===== src/rtl/tcmp_pkg.sv =====
package tcmp_pkg;
  parameter int TCMP_NCH      = 6;
  parameter int TCMP_NTMR     = 2;
  parameter int TCMP_TW       = 64;
  parameter int TCMP_RW       = 32;
  parameter int TCMP_FLAG_LEN = 3;

  // per-channel register select in wr_addr[1:0]
  typedef enum logic [1:0] {
    SEL_TGT_HI = 2'd0,
    SEL_TGT_LO = 2'd1,
    SEL_CTRL   = 2'd2,
    SEL_NONE   = 2'd3
  } tcmp_sel_e;

  localparam int CTL_EN_BIT  = 0;
  localparam int CTL_POL_BIT = 1;
endpackage


===== src/rtl/tcmp_rst_sync.sv =====
module tcmp_rst_sync (
  input  logic clk,
  input  logic rst_n_in,
  output logic rst_n_out
);
  logic s1_q, s2_q;

  always_ff @(posedge clk or negedge rst_n_in) begin
    if (!rst_n_in) begin
      s1_q <= 1'b0;
      s2_q <= 1'b0;
    end else begin
      s1_q <= 1'b1;
      s2_q <= s1_q;
    end
  end

  assign rst_n_out = s2_q;
endmodule


===== src/rtl/tcmp_channel.sv =====
module tcmp_channel
  import tcmp_pkg::*;
#(
  parameter int TW       = 64,
  parameter int RW       = 32,
  parameter int FLAG_LEN = 3
) (
  input  logic          clk,
  input  logic          rst_n,
  input  logic          wr_hi,
  input  logic          wr_lo,
  input  logic          wr_ctl,
  input  logic [RW-1:0] wr_data,
  input  logic [TW-1:0] local_time,
  output logic          evt_flag,
  output logic          evt_line
);
  localparam int HW = TW - RW;
  localparam int CW = $clog2(FLAG_LEN + 1);

  logic [HW-1:0] hi_q, hi_d;
  logic [TW-1:0] tgt_q, tgt_d;
  logic          arm_q, arm_d;
  logic          en_q, en_d;
  logic          pol_q, pol_d;
  logic [CW-1:0] cnt_q, cnt_d;
  logic          cnt_ce;
  logic          reached, wr_any, hit;

  // next-state logic
  always_comb begin
    reached = (local_time >= tgt_q);
    wr_any  = wr_lo | wr_ctl;
    hit     = arm_q & en_q & reached & ~wr_any;

    hi_d  = wr_data[HW-1:0];
    tgt_d = {hi_q, wr_data};
    en_d  = wr_data[CTL_EN_BIT];
    pol_d = wr_data[CTL_POL_BIT];

    if (wr_lo || (wr_ctl && wr_data[CTL_EN_BIT]))
      arm_d = 1'b1;
    else if (hit)
      arm_d = 1'b0;
    else
      arm_d = arm_q;

    cnt_ce = hit | (cnt_q != '0);
    if (hit)
      cnt_d = CW'(FLAG_LEN);
    else
      cnt_d = cnt_q - CW'(1);
  end

  // registers
  always_ff @(posedge clk or negedge rst_n) begin
    if (!rst_n) begin
      hi_q  <= '0;
      tgt_q <= '0;
      arm_q <= 1'b0;
      en_q  <= 1'b0;
      pol_q <= 1'b0;
      cnt_q <= '0;
    end else begin
      if (wr_hi)  hi_q  <= hi_d;
      if (wr_lo)  tgt_q <= tgt_d;
      if (wr_ctl) begin
        en_q  <= en_d;
        pol_q <= pol_d;
      end
      arm_q <= arm_d;
      if (cnt_ce) cnt_q <= cnt_d;
    end
  end

  assign evt_flag = (cnt_q != '0);
  assign evt_line = evt_flag ^ pol_q;

  // a raised flag must trace back to the time having reached the target
  p_fire_reached_r3: assert property (@(posedge clk) disable iff (!rst_n)
    $rose(evt_flag) |-> $past(reached));

  // a channel that was disabled cannot raise its flag
  p_fire_enabled_r7: assert property (@(posedge clk) disable iff (!rst_n)
    $rose(evt_flag) |-> $past(en_q));

  // a rewrite in the matching cycle wins over the match
  p_write_wins_r9: assert property (@(posedge clk) disable iff (!rst_n)
    $past(wr_lo | wr_ctl) |-> !$rose(evt_flag));

  // the hold counter never exceeds the programmed flag length
  p_cnt_bound_r4: assert property (@(posedge clk) disable iff (!rst_n)
    cnt_q <= CW'(FLAG_LEN));

  // after firing the channel is no longer armed
  p_disarm_r5: assert property (@(posedge clk) disable iff (!rst_n)
    $rose(evt_flag) |-> !arm_q || $past(wr_any));

  generate
    if (FLAG_LEN > 1) begin : g_hold
      p_flag_hold_r4: assert property (@(posedge clk) disable iff (!rst_n)
        $rose(evt_flag) |=> evt_flag);
    end
  endgenerate
endmodule


===== src/rtl/tcmp_router.sv =====
module tcmp_router #(
  parameter int NCH  = 6,
  parameter int NTMR = 2,
  parameter int SW   = 3,
  parameter int RW   = 32
) (
  input  logic            clk,
  input  logic            rst_n,
  input  logic [NCH-1:0]  evt_flag,
  input  logic [NTMR-1:0] wr_route,
  input  logic [RW-1:0]   wr_data,
  output logic [NTMR-1:0] tmr_start
);
  localparam int NSRC = 1 << SW;

  logic [NCH-1:0]  prev_q;
  logic [NCH-1:0]  rise;
  logic [NSRC-1:0] rise_ext;

  always_comb begin
    rise     = evt_flag & ~prev_q;
    rise_ext = '0;
    rise_ext[NCH-1:0] = rise;
  end

  always_ff @(posedge clk or negedge rst_n) begin
    if (!rst_n) prev_q <= '0;
    else        prev_q <= evt_flag;
  end

  genvar k;
  generate
    for (k = 0; k < NTMR; k++) begin : g_tmr
      logic [SW-1:0] src_q, src_d;
      logic          ren_q, ren_d;

      always_comb begin
        src_d = wr_data[SW-1:0];
        ren_d = wr_data[SW];
      end

      always_ff @(posedge clk or negedge rst_n) begin
        if (!rst_n) begin
          src_q <= '0;
          ren_q <= 1'b0;
        end else if (wr_route[k]) begin
          src_q <= src_d;
          ren_q <= ren_d;
        end
      end

      assign tmr_start[k] = ren_q & rise_ext[src_q];

      // the start output is a single-cycle pulse
      p_start_single_r8: assert property (@(posedge clk) disable iff (!rst_n)
        tmr_start[k] && !wr_route[k] |=> !tmr_start[k]);

      // a start pulse only accompanies a raised event flag
      p_start_has_flag_r8: assert property (@(posedge clk) disable iff (!rst_n)
        tmr_start[k] |-> |evt_flag);
    end
  endgenerate
endmodule


===== src/rtl/tcmp_event_unit.sv =====
module tcmp_event_unit
  import tcmp_pkg::*;
#(
  parameter int NCH      = TCMP_NCH,
  parameter int NTMR     = TCMP_NTMR,
  parameter int TW       = TCMP_TW,
  parameter int RW       = TCMP_RW,
  parameter int FLAG_LEN = TCMP_FLAG_LEN,
  localparam int CIW     = $clog2(NCH + 1),
  localparam int AW      = CIW + 2
) (
  input  logic            clk,
  input  logic            rst_n,
  input  logic            wr_en,
  input  logic [AW-1:0]   wr_addr,
  input  logic [RW-1:0]   wr_data,
  input  logic [TW-1:0]   local_time,
  output logic [NCH-1:0]  evt_line,
  output logic [NCH-1:0]  evt_flag,
  output logic [NTMR-1:0] tmr_start
);
  logic           rst_sync_n;
  logic [CIW-1:0] ch_idx;
  tcmp_sel_e      sel;
  logic [NCH-1:0] wr_hi, wr_lo, wr_ctl;
  logic [NTMR-1:0] wr_route;

  tcmp_rst_sync u_rst (
    .clk       (clk),
    .rst_n_in  (rst_n),
    .rst_n_out (rst_sync_n)
  );

  always_comb begin
    ch_idx = wr_addr[AW-1:2];
    sel    = tcmp_sel_e'(wr_addr[1:0]);
  end

  genvar c, k;
  generate
    for (c = 0; c < NCH; c++) begin : g_ch
      assign wr_hi[c]  = wr_en && (ch_idx == CIW'(c)) && (sel == SEL_TGT_HI);
      assign wr_lo[c]  = wr_en && (ch_idx == CIW'(c)) && (sel == SEL_TGT_LO);
      assign wr_ctl[c] = wr_en && (ch_idx == CIW'(c)) && (sel == SEL_CTRL);

      tcmp_channel #(
        .TW       (TW),
        .RW       (RW),
        .FLAG_LEN (FLAG_LEN)
      ) u_ch (
        .clk        (clk),
        .rst_n      (rst_sync_n),
        .wr_hi      (wr_hi[c]),
        .wr_lo      (wr_lo[c]),
        .wr_ctl     (wr_ctl[c]),
        .wr_data    (wr_data),
        .local_time (local_time),
        .evt_flag   (evt_flag[c]),
        .evt_line   (evt_line[c])
      );
    end

    for (k = 0; k < NTMR; k++) begin : g_rt
      assign wr_route[k] = wr_en && (ch_idx == {CIW{1'b1}}) && (wr_addr[1:0] == 2'(k));
    end
  endgenerate

  tcmp_router #(
    .NCH  (NCH),
    .NTMR (NTMR),
    .SW   (CIW),
    .RW   (RW)
  ) u_route (
    .clk       (clk),
    .rst_n     (rst_sync_n),
    .evt_flag  (evt_flag),
    .wr_route  (wr_route),
    .wr_data   (wr_data),
    .tmr_start (tmr_start)
  );

  // at most one register is addressed by any write
  p_one_target_r2: assert property (@(posedge clk) disable iff (!rst_sync_n)
    $countones({wr_hi, wr_lo, wr_ctl, wr_route}) <= 1);
endmodule


===== config.mk =====
export PLATFORM = sky130hd
export DESIGN_NAME = tcmp_event_unit
export DESIGN_NICKNAME = d
export VERILOG_FILES = /design/src/rtl/tcmp_pkg.sv /design/src/rtl/tcmp_rst_sync.sv /design/src/rtl/tcmp_channel.sv /design/src/rtl/tcmp_router.sv /design/src/rtl/tcmp_event_unit.sv
export SDC_FILE = /design/constraint.sdc
export NUM_CORES = 1
export LEC_CHECK = 0
export BUFFER_PORTS_ARGS = -buffer_cell sky130_fd_sc_hd__buf_2
export CAP_MARGIN = 40
export CORE_MARGIN = 2
export CORE_UTILIZATION = 25
export DETAILED_ROUTE_END_ITERATION = 6
export GPL_ROUTABILITY_DRIVEN = 0
export PLACE_DENSITY_LB_ADDON = 0.15
export SYNTH_ARGS = -nofsm -noshare
export SYNTH_HDL_FRONTEND = slang
export SYNTH_SLANG_ARGS = --single-unit

===== constraint.sdc =====
create_clock -name clk -period 17.4 [get_ports clk]
set_input_delay 2.61 -clock clk [delete_from_list [all_inputs] [get_ports clk]]
set_output_delay 2.61 -clock clk [all_outputs]
set_load 0.05 [all_outputs]

==> results.py, run 1 <==
metrics = {
    "placement": {
        "dpl.cell_count": 4763,
        "place.detailed.hpwl_um": 70170,
        "io_buffers": 117,
        "dp_slack_ns": 11.08,
    },
    "synthesis": {
        "yosys.area.top_type": "dfrtp_1",
        "yosys_warnings": 0,
        "synth_seq_area_share": 0.4733,
        "synthFlopType": "dfrtp_1",
        "ys_async_sr_fraction": 1.000,
        "synth_top_area_frac": 0.4733,
        "synthTopCellsByArea": "dfrtp_1 47%, ha_1 15%, mux2_1 10%",
        "synthDistinctLibCells": 56,
        "yosys_register_bits": 622,
        "netlist_area_um2": 32880,
        "synth_edf_count": 0,
        "syn_area_per_cell_um2": 11.03,
        "synth_cells": 2982,
        "synth_fp_nets": 3476,
    },
    "worst_setup_path": {
        "crit_path_end_kind": "flip-flop",
        "reg2reg_from": "g_ch[4].u_ch.tgt_q[59]",
        "critPathLaunch": "local_time[59]",
        "r2r_slack_ns": 13.42,
        "worstSetupPathType": "in2reg",
        "startpoint_type": "primary input",
        "worstPathRequired_ns": 17.93,
        "arrival_ns": 6.26,
        "critPathMaxFanout": 6,
    },
    "power_and_ir_drop": {
        "irDropWorstVdd_mv": 0.06657,
        "p_sw_mw": 1.429,
        "comb_power_share": 0.230,
        "cellLeakagePower_nw": 18.35,
        "p_seq_frac": 0.402,
        "swShare": 0.3081,
        "power_frac_clock": 0.368,
        "power_density_nw_per_um2": 121.1,
        "power.internal_mw": 3.210,
    },
    "grt": {
        "antenna_found_initial": 17,
        "grt_pass1_vias": 22384,
        "grt_pass1_wl_um": 149900,
        "overflow": 0,
        "grt_max_degree": 154,
        "gr-usage-all-layers": 0.1488,
    },
    "timing": {
        "fmax_ghz": 0.1744,
        "max-slew-margin-rel": 0.3558,
        "fin_crit_ns": 5.733,
        "tns_ns": 0,
        "setup_violations": 0,
        "finalCritPeriodShare": 0.3295,
        "tightest_slew_ns": 0.9664,
        "hold_viol": 0,
        "slew_viol_final": 0,
        "setup_slack_ns": 11.67,
        "rsz0062_at_grt": "false",
        "clock_skew_ns": 0.03588,
    },
    "die": {
        "pin_count": 118,
        "die_w_um": 366.7,
        "start_util": 0.2511,
        "dieArea_um2": 134400,
        "core_um2": 131000,
        "die_height_um": 366.7,
        "rows": 133,
    },
    "finish": {
        "n_fill_cell": 13625,
        "nNetsFinal": 3585,
        "stdcell_count": 4906,
        "ff_latch_area_um2": 15570,
        "area_growth_syn_to_layout_pct": 16.52,
        "drive_above_1_share": 0.1439,
        "final_common_cell": "dfrtp_1",
        "mostFrequentLayoutCells": "621 x dfrtp_1, 409 x inv_1, 390 x ha_1",
        "multiInputGateArea_um2": 15330,
    },
    "drt": {
        "drt_pass1_iterations": 4,
        "drt_iter0_drc": 1089,
        "finalWirelength_um": 98890,
        "viasPerCell": 4.437,
        "wl_per_cell_um": 20.16,
        "postRouteAntennaNets": 0,
        "routed-via-count": 21769,
        "drc": 0,
    },
    "clock_tree": {
        "clk-insertion-delay-late_ns": 0.66,
        "cts_tree": "yes",
        "cts-root-buf": "clkbuf_16",
        "cts_resized": 0,
        "holdBufCountCts": 0,
        "cts.sinks": 622,
        "cts_buffers": 80,
        "clockBufferDepth": 3,
        "clkTransAtPathRegs_ns": 0.05,
        "htreeDepth": 3,
        "post-cts-setup-buffer-count": 0,
    },
    "worst_hold_path": {
        "hold_path.class": "reg2reg",
        "hp-start": "u_rst.s1_q",
    },
    "flow_run": {
        "drv_cap": 0,
    },
    "run_status": {
        "outcome": "finished clean",
    },
}
per-stage QoR:
stage	util	power [mW]	cell area, um^2	hold WS, ns
2_1_floorplan	-	2.641	32880	0.3311
3_3_place_gp	0.2706	2.963	35430	0.3325
3_5_place_dp	0.2720	2.978	35620	0.3358
4_1_cts	0.2924	4.730	38300	0.3461
5_1_grt	0.2925	4.953	38310	0.3554
6_report	0.2926	4.639	38310	0.3463
layout make-up:
cell class	count	share of cell area
sequential	622	0.4063
multi-input combinational	1823	0.4000
clock buffer	115	0.06071
tap	1755	0.05731
inverter	409	0.04007
timing repair buffer	155	0.02613
clock inverter	24	0.009242
antenna	3	0.0001959
metal layers:
layer / GRT usage / vias to the layer above / share of wire
met5: 0 / - / 0.0011
met4: 0.03371 / 16 / 0.020
met3: 0.02574 / 134 / 0.036
met2: 0.2473 / 245 / 0.47
met1: 0.2010 / 10832 / 0.47
li1: - / 10542 / -
sequential cells by signal, indices dropped and copies added, names as in the netlist:
register             flops
u_route.g_tmr.ren_q      2
u_route.prev_q           6
g_ch.u_ch.tgt_q        384
g_ch.u_ch.hi_q         192
u_route.g_tmr.src_q      6
g_ch.u_ch.en_q           6
g_ch.u_ch.cnt_q         12
g_ch.u_ch.arm_q          6
g_ch.u_ch.pol_q          6
u_rst.rst_n_out          1
u_rst.s1_q               1
synthesized netlist by cell type, types with 4 or more instances:
| cell type | count |
|---|---|
| dfrtp_1 | 622 |
| inv_1 | 409 |
| ha_1 | 390 |
| mux2_1 | 306 |
| nand2_1 | 248 |
| mux2_2 | 158 |
| a21oi_1 | 138 |
| o21ai_1 | 128 |
| clkbuf_1 | 91 |
| o21ai_0 | 65 |
| nor2_1 | 59 |
| nand4_1 | 54 |
| a21o_1 | 47 |
| nand3_1 | 32 |
| buf_1 | 25 |
| a211oi_1 | 22 |
| nor3_1 | 21 |
| a221oi_1 | 16 |
| and4_1 | 15 |
| nor4_1 | 15 |
| buf_4 | 12 |
| xnor2_1 | 10 |
| a221o_1 | 9 |
| nand2b_1 | 8 |
| a31oi_1 | 7 |
| nor2b_1 | 7 |
| o211ai_1 | 7 |
| a2111oi_0 | 6 |
| a211o_1 | 5 |
| and2_1 | 5 |
| and3_1 | 4 |
| or4_1 | 4 |
kinds of logic after synthesis:
group / synth area share
and+or+nand+nor: 0.06762
DFF: 0.4733
AOI/OAI and AO/OA: 0.08546
muxes: 0.1592
other: 0.0001140
buffers and inverters: 0.06267
adders and majority gates: 0.1484
xor gates and xnor gates: 0.003196
path summary, 6_finish.rpt:
path / end / cells past startpoint
max in group asynchronous: g_ch[0].u_ch.hi_q[6] / 4
setup reg to reg: g_ch[4].u_ch.arm_q / 9
min in group asynchronous: g_ch[3].u_ch.tgt_q[43] / 0
hold / removal: u_rst.rst_n_out / 0
setup / recovery: g_ch[4].u_ch.arm_q / 9
hold reg to reg: u_rst.rst_n_out / 0
critical path: stages:
cell and delay [ns]:
buf_2 0.16, ha_1 0.33, nand4_1 0.39, nor4_1 0.65, nand3_1 0.41, o21ai_0 0.78
a21oi_1 0.34, a221o_1 0.42, and2_1 0.15
power by group through the flow:
stage | clock [mW] | sequential [mW] | combinational (mW)
after floorplan | 0 | 1.87 | 0.767
after global placement | 0 | 1.89 | 1.08
after detailed placement | 0 | 1.89 | 1.09
after CTS | 1.77 | 1.86 | 1.10
after global routing | 1.82 | 1.90 | 1.23
final | 1.71 | 1.86 | 1.07
(Power assumes the default switching activity.)
==> inputs of run 2 (changes only) <==
==> constraint.sdc (replaced) <==
create_clock -name clk -period 5.85 [get_ports clk]
set_input_delay 0.8775 -clock clk [delete_from_list [all_inputs] [get_ports clk]]
set_output_delay 0.8775 -clock clk [all_outputs]
set_load 0.05 [all_outputs]
==> results.py, run 2 (same netlist as run 1, synthesis figures left out) <==
metrics = {
    "drt": {
        "routed-via-count": 21655,
        "wl_per_cell_um": 20.19,
        "finalWirelength_um": 99070,
        "viasPerCell": 4.414,
        "drt_pass1_iterations": 5,
        "drc": 0,
        "postRouteAntennaNets": 0,
        "drt_iter0_drc": 1116,
    },
    "clock_tree": {
        "cts_resized": 0,
        "htreeDepth": 3,
        "cts_tree": "yes",
        "clkTransAtPathRegs_ns": 0.06,
        "clk-insertion-delay-late_ns": 0.67,
        "cts.sinks": 622,
        "clockBufferDepth": 3,
        "cts-root-buf": "clkbuf_16",
        "cts_buffers": 77,
    },
    "timing": {
        "fin_crit_ns": 4.038,
        "setup_violations": 0,
        "slew_viol_final": 0,
        "max-slew-margin-rel": 0.3052,
        "fmax_ghz": 0.2476,
        "hold_viol": 0,
        "tns_ns": 0,
        "clock_skew_ns": 0.03523,
        "tightest_slew_ns": 1.042,
        "rsz0062_at_grt": "false",
        "finalCritPeriodShare": 0.6903,
    },
    "die": {
        "core_um2": 131000,
        "rows": 133,
        "pin_count": 118,
        "dieArea_um2": 134400,
        "start_util": 0.2511,
        "die_height_um": 366.7,
        "die_w_um": 366.7,
    },
    "grt": {
        "gr-usage-all-layers": 0.1495,
        "grtUsageMet1": 0.2004,
        "grt_max_degree": 152,
        "grt_busiest_layer": "met2",
        "grt_use_met3": 0.02980,
        "antenna_found_initial": 12,
        "overflow": 0,
        "grt_pass1_vias": 22162,
        "grt_pass1_wl_um": 148900,
        "gr-usage-met2": 0.2465,
    },
    "finish": {
        "n_fill_cell": 13652,
        "area_growth_syn_to_layout_pct": 15.76,
        "largestRegisters": "g_ch.u_ch.tgt_q: 384 flops, g_ch.u_ch.hi_q: 192 flops, g_ch.u_ch.cnt_q: 12 flops",
        "regMostFlops": "g_ch.u_ch.tgt_q",
        "drive_above_1_share": 0.1429,
        "nNetsFinal": 3581,
        "largest_register_ffs": 384,
        "final_core_util": 0.2907,
        "mostFrequentLayoutCells": "621 x dfrtp_1, 409 x inv_1, 390 x ha_1",
        "final_common_cell": "dfrtp_1",
    },
    "worst_setup_path": {
        "reg2reg_from": "g_ch[4].u_ch.tgt_q[59]",
        "crit_chain": "buf_2, ha_1, nand4_1, nor4_1, nand3_1, a2111oi_1, clkdlybuf4s15_2, a21oi_1, a221o_1, o221ai_1",
        "critPathMaxFanout": 6,
        "critical-path-slowest-cell": "nor4_1",
        "reg2reg_to": "g_ch[4].u_ch.cnt_q[1]",
        "crit_family": "simple AND/OR/NAND/NOR gates",
        "critPathLaunch": "local_time[59]",
        "worstPathRequired_ns": 6.43,
        "crit_path_end_kind": "flip-flop",
        "slowest_delay_ns": 0.75,
        "arrival_ns": 4.62,
        "critPathBufInv": 2,
        "path_depth": 10,
        "worst-r2r-cell-count": 10,
        "cp-endpoint": "g_ch[4].u_ch.cnt_q[1]",
        "worstSetupPathType": "in2reg",
        "startpoint_type": "primary input",
        "r2r_slack_ns": 1.84,
    },
    "power_and_ir_drop": {
        "cellLeakagePower_nw": 18.26,
        "power_density_nw_per_um2": 355.7,
        "irDropWorstVdd_mv": 0.1785,
        "p_total_mw": 13.54,
    },
    "run_status": {
        "outcome": "finished clean",
    },
    "placement": {
        "place.detailed.hpwl_um": 69730,
        "io_buffers": 117,
    },
    "worst_hold_path": {
        "hold_path.class": "reg2async",
    },
    "flow_run": {
        "drv_cap": 0,
    },
}
-- run 2: cell count changes in the layout (fill, tap and decap cells not counted), sizes merged --
cell / previous run / this run
bufinv: 7 / 1
clkbuf: 116 / 120
clkinv: 13 / 16
buf: 154 / 152
clkdlybuf4s15: 0 / 1
clkinvlp: 1 / 2
diode: 3 / 2
dlygate4sd3: 0 / 1
inv: 412 / 411
-- run 2: report_power, final --
group / switching, mW / internal [mW]
combinational: 1.87 / 1.30
sequential: 0.366 / 5.17
clock: 2.01 / 2.82
-- run 2: layer usage --
metal,up-vias,wire length [um]
met3,129,3648
met5,-,78
met4,12,2118
met1,10733,47040
met2,242,46190
li1,10539,-
-- run 2: worst min path at each step --
stage / startpoint / endpoint / cells past startpoint
finish: u_rst.rst_n_out / g_ch[3].u_ch.hi_q[13] / 0
floorplan: u_rst.s1_q / u_rst.rst_n_out / 0
global route: u_rst.s1_q / u_rst.rst_n_out / 0
CTS: u_rst.s1_q / u_rst.rst_n_out / 0
detailed placement: u_rst.s1_q / u_rst.rst_n_out / 0
global placement: u_rst.s1_q / u_rst.rst_n_out / 0
-- run 2: layout make-up --
type / instances / area, um^2 / area share
clock inverters: 21 / 165.2 / 0.004339
multi-input cells: 1823 / 15320 / 0.4024
inverters: 409 / 1535 / 0.04033
repair buffers: 154 / 914.6 / 0.02403
clock buffers: 120 / 2362 / 0.06206
flip-flops and latches: 622 / 15570 / 0.4090
well taps: 1755 / 2196 / 0.05768
diodes: 2 / 5.005 / 0.0001315
-- run 2: what timing repair did --
item,4_1_cts,5_1_grt
buffers inserted,0,0
endpoints found under the hold margin,2,0
hold buffers,1,0
-- run 2: stage by stage --
step,setup WS [ns],hold slack [ns],std cells,cell area [um^2]
final,1.812,0.3438,4906,38070
after global routing,1.700,0.3784,4904,38060
after CTS,1.758,0.3573,4904,38060
after detailed placement,1.092,0.3420,4762,35520
after global placement,0.3769,0.3370,4752,35440
after floorplan,-0.1768,0.3312,2982,32890
-- run 2: worst reg2reg max path: stages (launching register included) --
cell and delay (ns):
dfrtp_1 0.35, inv_1 0.05, ha_1 0.31, nand4_1 0.45, nor4_1 0.76, nand3_1 0.48, a2111oi_1 0.54, clkdlybuf4s15_2 0.31
a21oi_1 0.11, a221o_1 0.40, o221ai_1 0.18
==> inputs of run 3 (changes only) <==
--- a/config.mk
+++ b/config.mk
@@ -5,6 +5,7 @@
 export SDC_FILE = /design/constraint.sdc
 export NUM_CORES = 1
 export LEC_CHECK = 0
+export ABC_AREA = 1
 export BUFFER_PORTS_ARGS = -buffer_cell sky130_fd_sc_hd__buf_2
 export CAP_MARGIN = 40
 export CORE_MARGIN = 2
==> constraint.sdc (replaced) <==
create_clock -name clk -period 4.2 [get_ports clk]
set_input_delay 0.63 -clock clk [delete_from_list [all_inputs] [get_ports clk]]
set_output_delay 0.63 -clock clk [all_outputs]
set_load 0.05 [all_outputs]
==> results.py, run 3 <==
metrics = {
    "drt": {
        "viasPerCell": 4.251,
        "finalWirelength_um": 100800,
        "drc": 0,
        "postRouteAntennaNets": 0,
        "drt_iter0_drc": 1573,
        "routed-via-count": 24606,
        "wl_per_cell_um": 17.41,
        "drt_pass1_iterations": 5,
    },
    "grt": {
        "grt_pass1_vias": 24157,
        "grt_pass1_wl_um": 154500,
        "grt_max_degree": 110,
        "overflow": 0,
        "antenna_found_initial": 6,
        "gr-usage-all-layers": 0.1518,
    },
    "synthesis": {
        "synth_cells": 3876,
        "yosys_register_bits": 622,
        "yosys_warnings": 0,
        "synth_seq_area_share": 0.4755,
        "synth_fp_nets": 4370,
        "synthFlopType": "dfrtp_1",
        "synth_most_common_cell": "nand2_1",
        "syn_area_per_cell_um2": 8.446,
        "yosys.area.top_type": "dfrtp_1",
        "synth_edf_count": 0,
        "synthTopCellsByArea": "dfrtp_1 48%, ha_1 15%, nand2_1 12%",
        "synth_top_area_frac": 0.4755,
        "ys_top_cells_by_count": "1087 x nand2_1, 622 x dfrtp_1, 608 x o21ai_0",
        "ys_async_sr_fraction": 1.000,
        "netlist_area_um2": 32740,
        "synthDistinctLibCells": 29,
    },
    "finish": {
        "drive_above_1_share": 0.07690,
        "mostFrequentLayoutCells": "1084 x nand2_1, 621 x dfrtp_1, 608 x o21ai_0",
        "regMostFlops": "g_ch.u_ch.tgt_q",
        "multiInputGateArea_um2": 14500,
        "final_common_cell": "nand2_1",
        "nNetsFinal": 4478,
        "area_growth_syn_to_layout_pct": 16.23,
        "largestRegisters": "g_ch.u_ch.tgt_q: 384 flops, g_ch.u_ch.hi_q: 192 flops, g_ch.u_ch.cnt_q: 12 flops",
        "largest_register_ffs": 384,
        "ff_latch_area_um2": 15570,
        "n_fill_cell": 13974,
    },
    "die": {
        "rows": 132,
        "pin_count": 118,
        "die_height_um": 365.9,
        "die_w_um": 365.9,
        "start_util": 0.2525,
        "core_um2": 129600,
        "dieArea_um2": 133900,
    },
    "worst_setup_path": {
        "crit_chain": "inv_1, ha_1, inv_1, a21oi_1, o31ai_1, and3b_1, buf_2",
        "critPathMaxFanout": 7,
        "worstSetupPathType": "reg2out",
        "startpoint_type": "flip-flop",
        "r2r_slack_ns": 1.65,
        "cpMostUsedCell": "inv_1",
        "crit_path_end_kind": "output port",
        "worstPathRequired_ns": 3.57,
        "arrival_ns": 2.56,
        "critical-path-slowest-cell": "dfrtp_1",
        "slowest_delay_ns": 0.35,
    },
    "timing": {
        "finalCritPeriodShare": 0.7594,
        "tightest_slew_ns": 0.8950,
        "clock_skew_ns": 0.03021,
        "setup_slack_ns": 1.011,
        "hold_viol": 0,
        "tns_ns": 0,
        "slew_viol_final": 0,
        "whs_ns": 0.2856,
        "rsz0062_at_grt": "false",
        "max-slew-margin-rel": 0.4033,
        "setup_violations": 0,
        "fin_crit_ns": 3.189,
        "fmax_ghz": 0.3136,
    },
    "run_status": {
        "outcome": "finished clean",
    },
    "worst_hold_path": {
        "hold_path.class": "in2async",
    },
    "placement": {
        "dp_slack_ns": 1.203,
        "io_buffers": 117,
        "place.detailed.hpwl_um": 72940,
    },
    "clock_tree": {
        "cts_tree": "yes",
        "clkTransAtPathRegs_ns": 0.06,
        "cts.sinks": 622,
        "cts-root-buf": "clkbuf_16",
        "cts_buffers": 78,
        "clk-insertion-delay-late_ns": 0.68,
        "post-cts-setup-buffer-count": 0,
        "htreeDepth": 3,
        "clockBufferDepth": 3,
    },
    "power_and_ir_drop": {
        "cellLeakagePower_nw": 18.97,
        "p_total_mw": 20.09,
        "irDropWorstVdd_mv": 0.2592,
        "power_density_nw_per_um2": 528.0,
    },
    "flow_run": {
        "drv_cap": 0,
    },
}
[run 3: repair_timing]
action	CTS	global route
hold buffers	1	0
resized for setup	0	0
endpoints found under the hold margin	2	0
[run 3: where the power goes]
part           total, mW  switching [mW]  internal, mW
Combinational       5.01            3.28          1.73
Clock               7.22            2.80          4.42
Sequential          7.86           0.475          7.38
[run 3: final timing paths]
kind,startpoint,endpoint,cells past startpoint
min reg2reg,u_rst.s1_q,u_rst.rst_n_out,0
max,g_ch[4].u_ch.cnt_q[0],tmr_start[1],7
min in group clk,wr_data[31],g_ch[1].u_ch.tgt_q[31],3
max reg2reg,g_ch[0].u_ch.tgt_q[55],g_ch[0].u_ch.arm_q,12
min,rst_n,u_rst.s1_q,2
max in group asynchronous,u_rst.rst_n_out,g_ch[5].u_ch.tgt_q[24],2
[run 3: kinds of logic (layout without fill, tap and decap cells)]
kind of cell | Yosys count | in the layout | share of synthesized area
flops | 622 | 622 | 0.4755
compound gates | 835 | 835 | 0.1293
buf+inv | 673 | 841 | 0.08298
other cells | 1 | 3 | 0.0001146
xor+xnor | 6 | 6 | 0.001605
simple gates | 1349 | 1349 | 0.1614
fa+ha+maj | 390 | 390 | 0.1491
[run 3: final cells by class]
class	instances	area share
clock inverters	30	0.01128
repair buffers	158	0.02716
clock buffers	110	0.06037
diodes	2	0.0001315
inverters	543	0.05363
multi-input cells	2581	0.3810
flip-flops and latches	622	0.4092
well taps	1742	0.05728
[run 3: routing by layer]
layer,GRT usage,vias to the layer above,wire length (um)
met5,0,-,32
met4,0.04163,4,2021
met3,0.01892,107,3337
met2,0.2453,361,45830
met1,0.2128,11504,49560
li1,-,12630,-
[run 3: per-stage QoR]
stage	util	instance area (um^2)	cells
3_5_place_dp	0.2723	35310	5645
6_report	0.2935	38050	5788
3_3_place_gp	0.2722	35290	5644
2_1_floorplan	-	32740	3876
5_1_grt	0.2934	38040	5786
4_1_cts	0.2934	38040	5786
[run 3: worst max-delay path: cells and delay by family, from the launching register on]
family / cells / cell delay, ns
buffers and inverters: 3 / 0.69
DFF: 1 / 0.35
AOI/OAI and AO/OA: 2 / 0.35
and+or+nand+nor: 1 / 0.25
adders and majority gates: 1 / 0.24
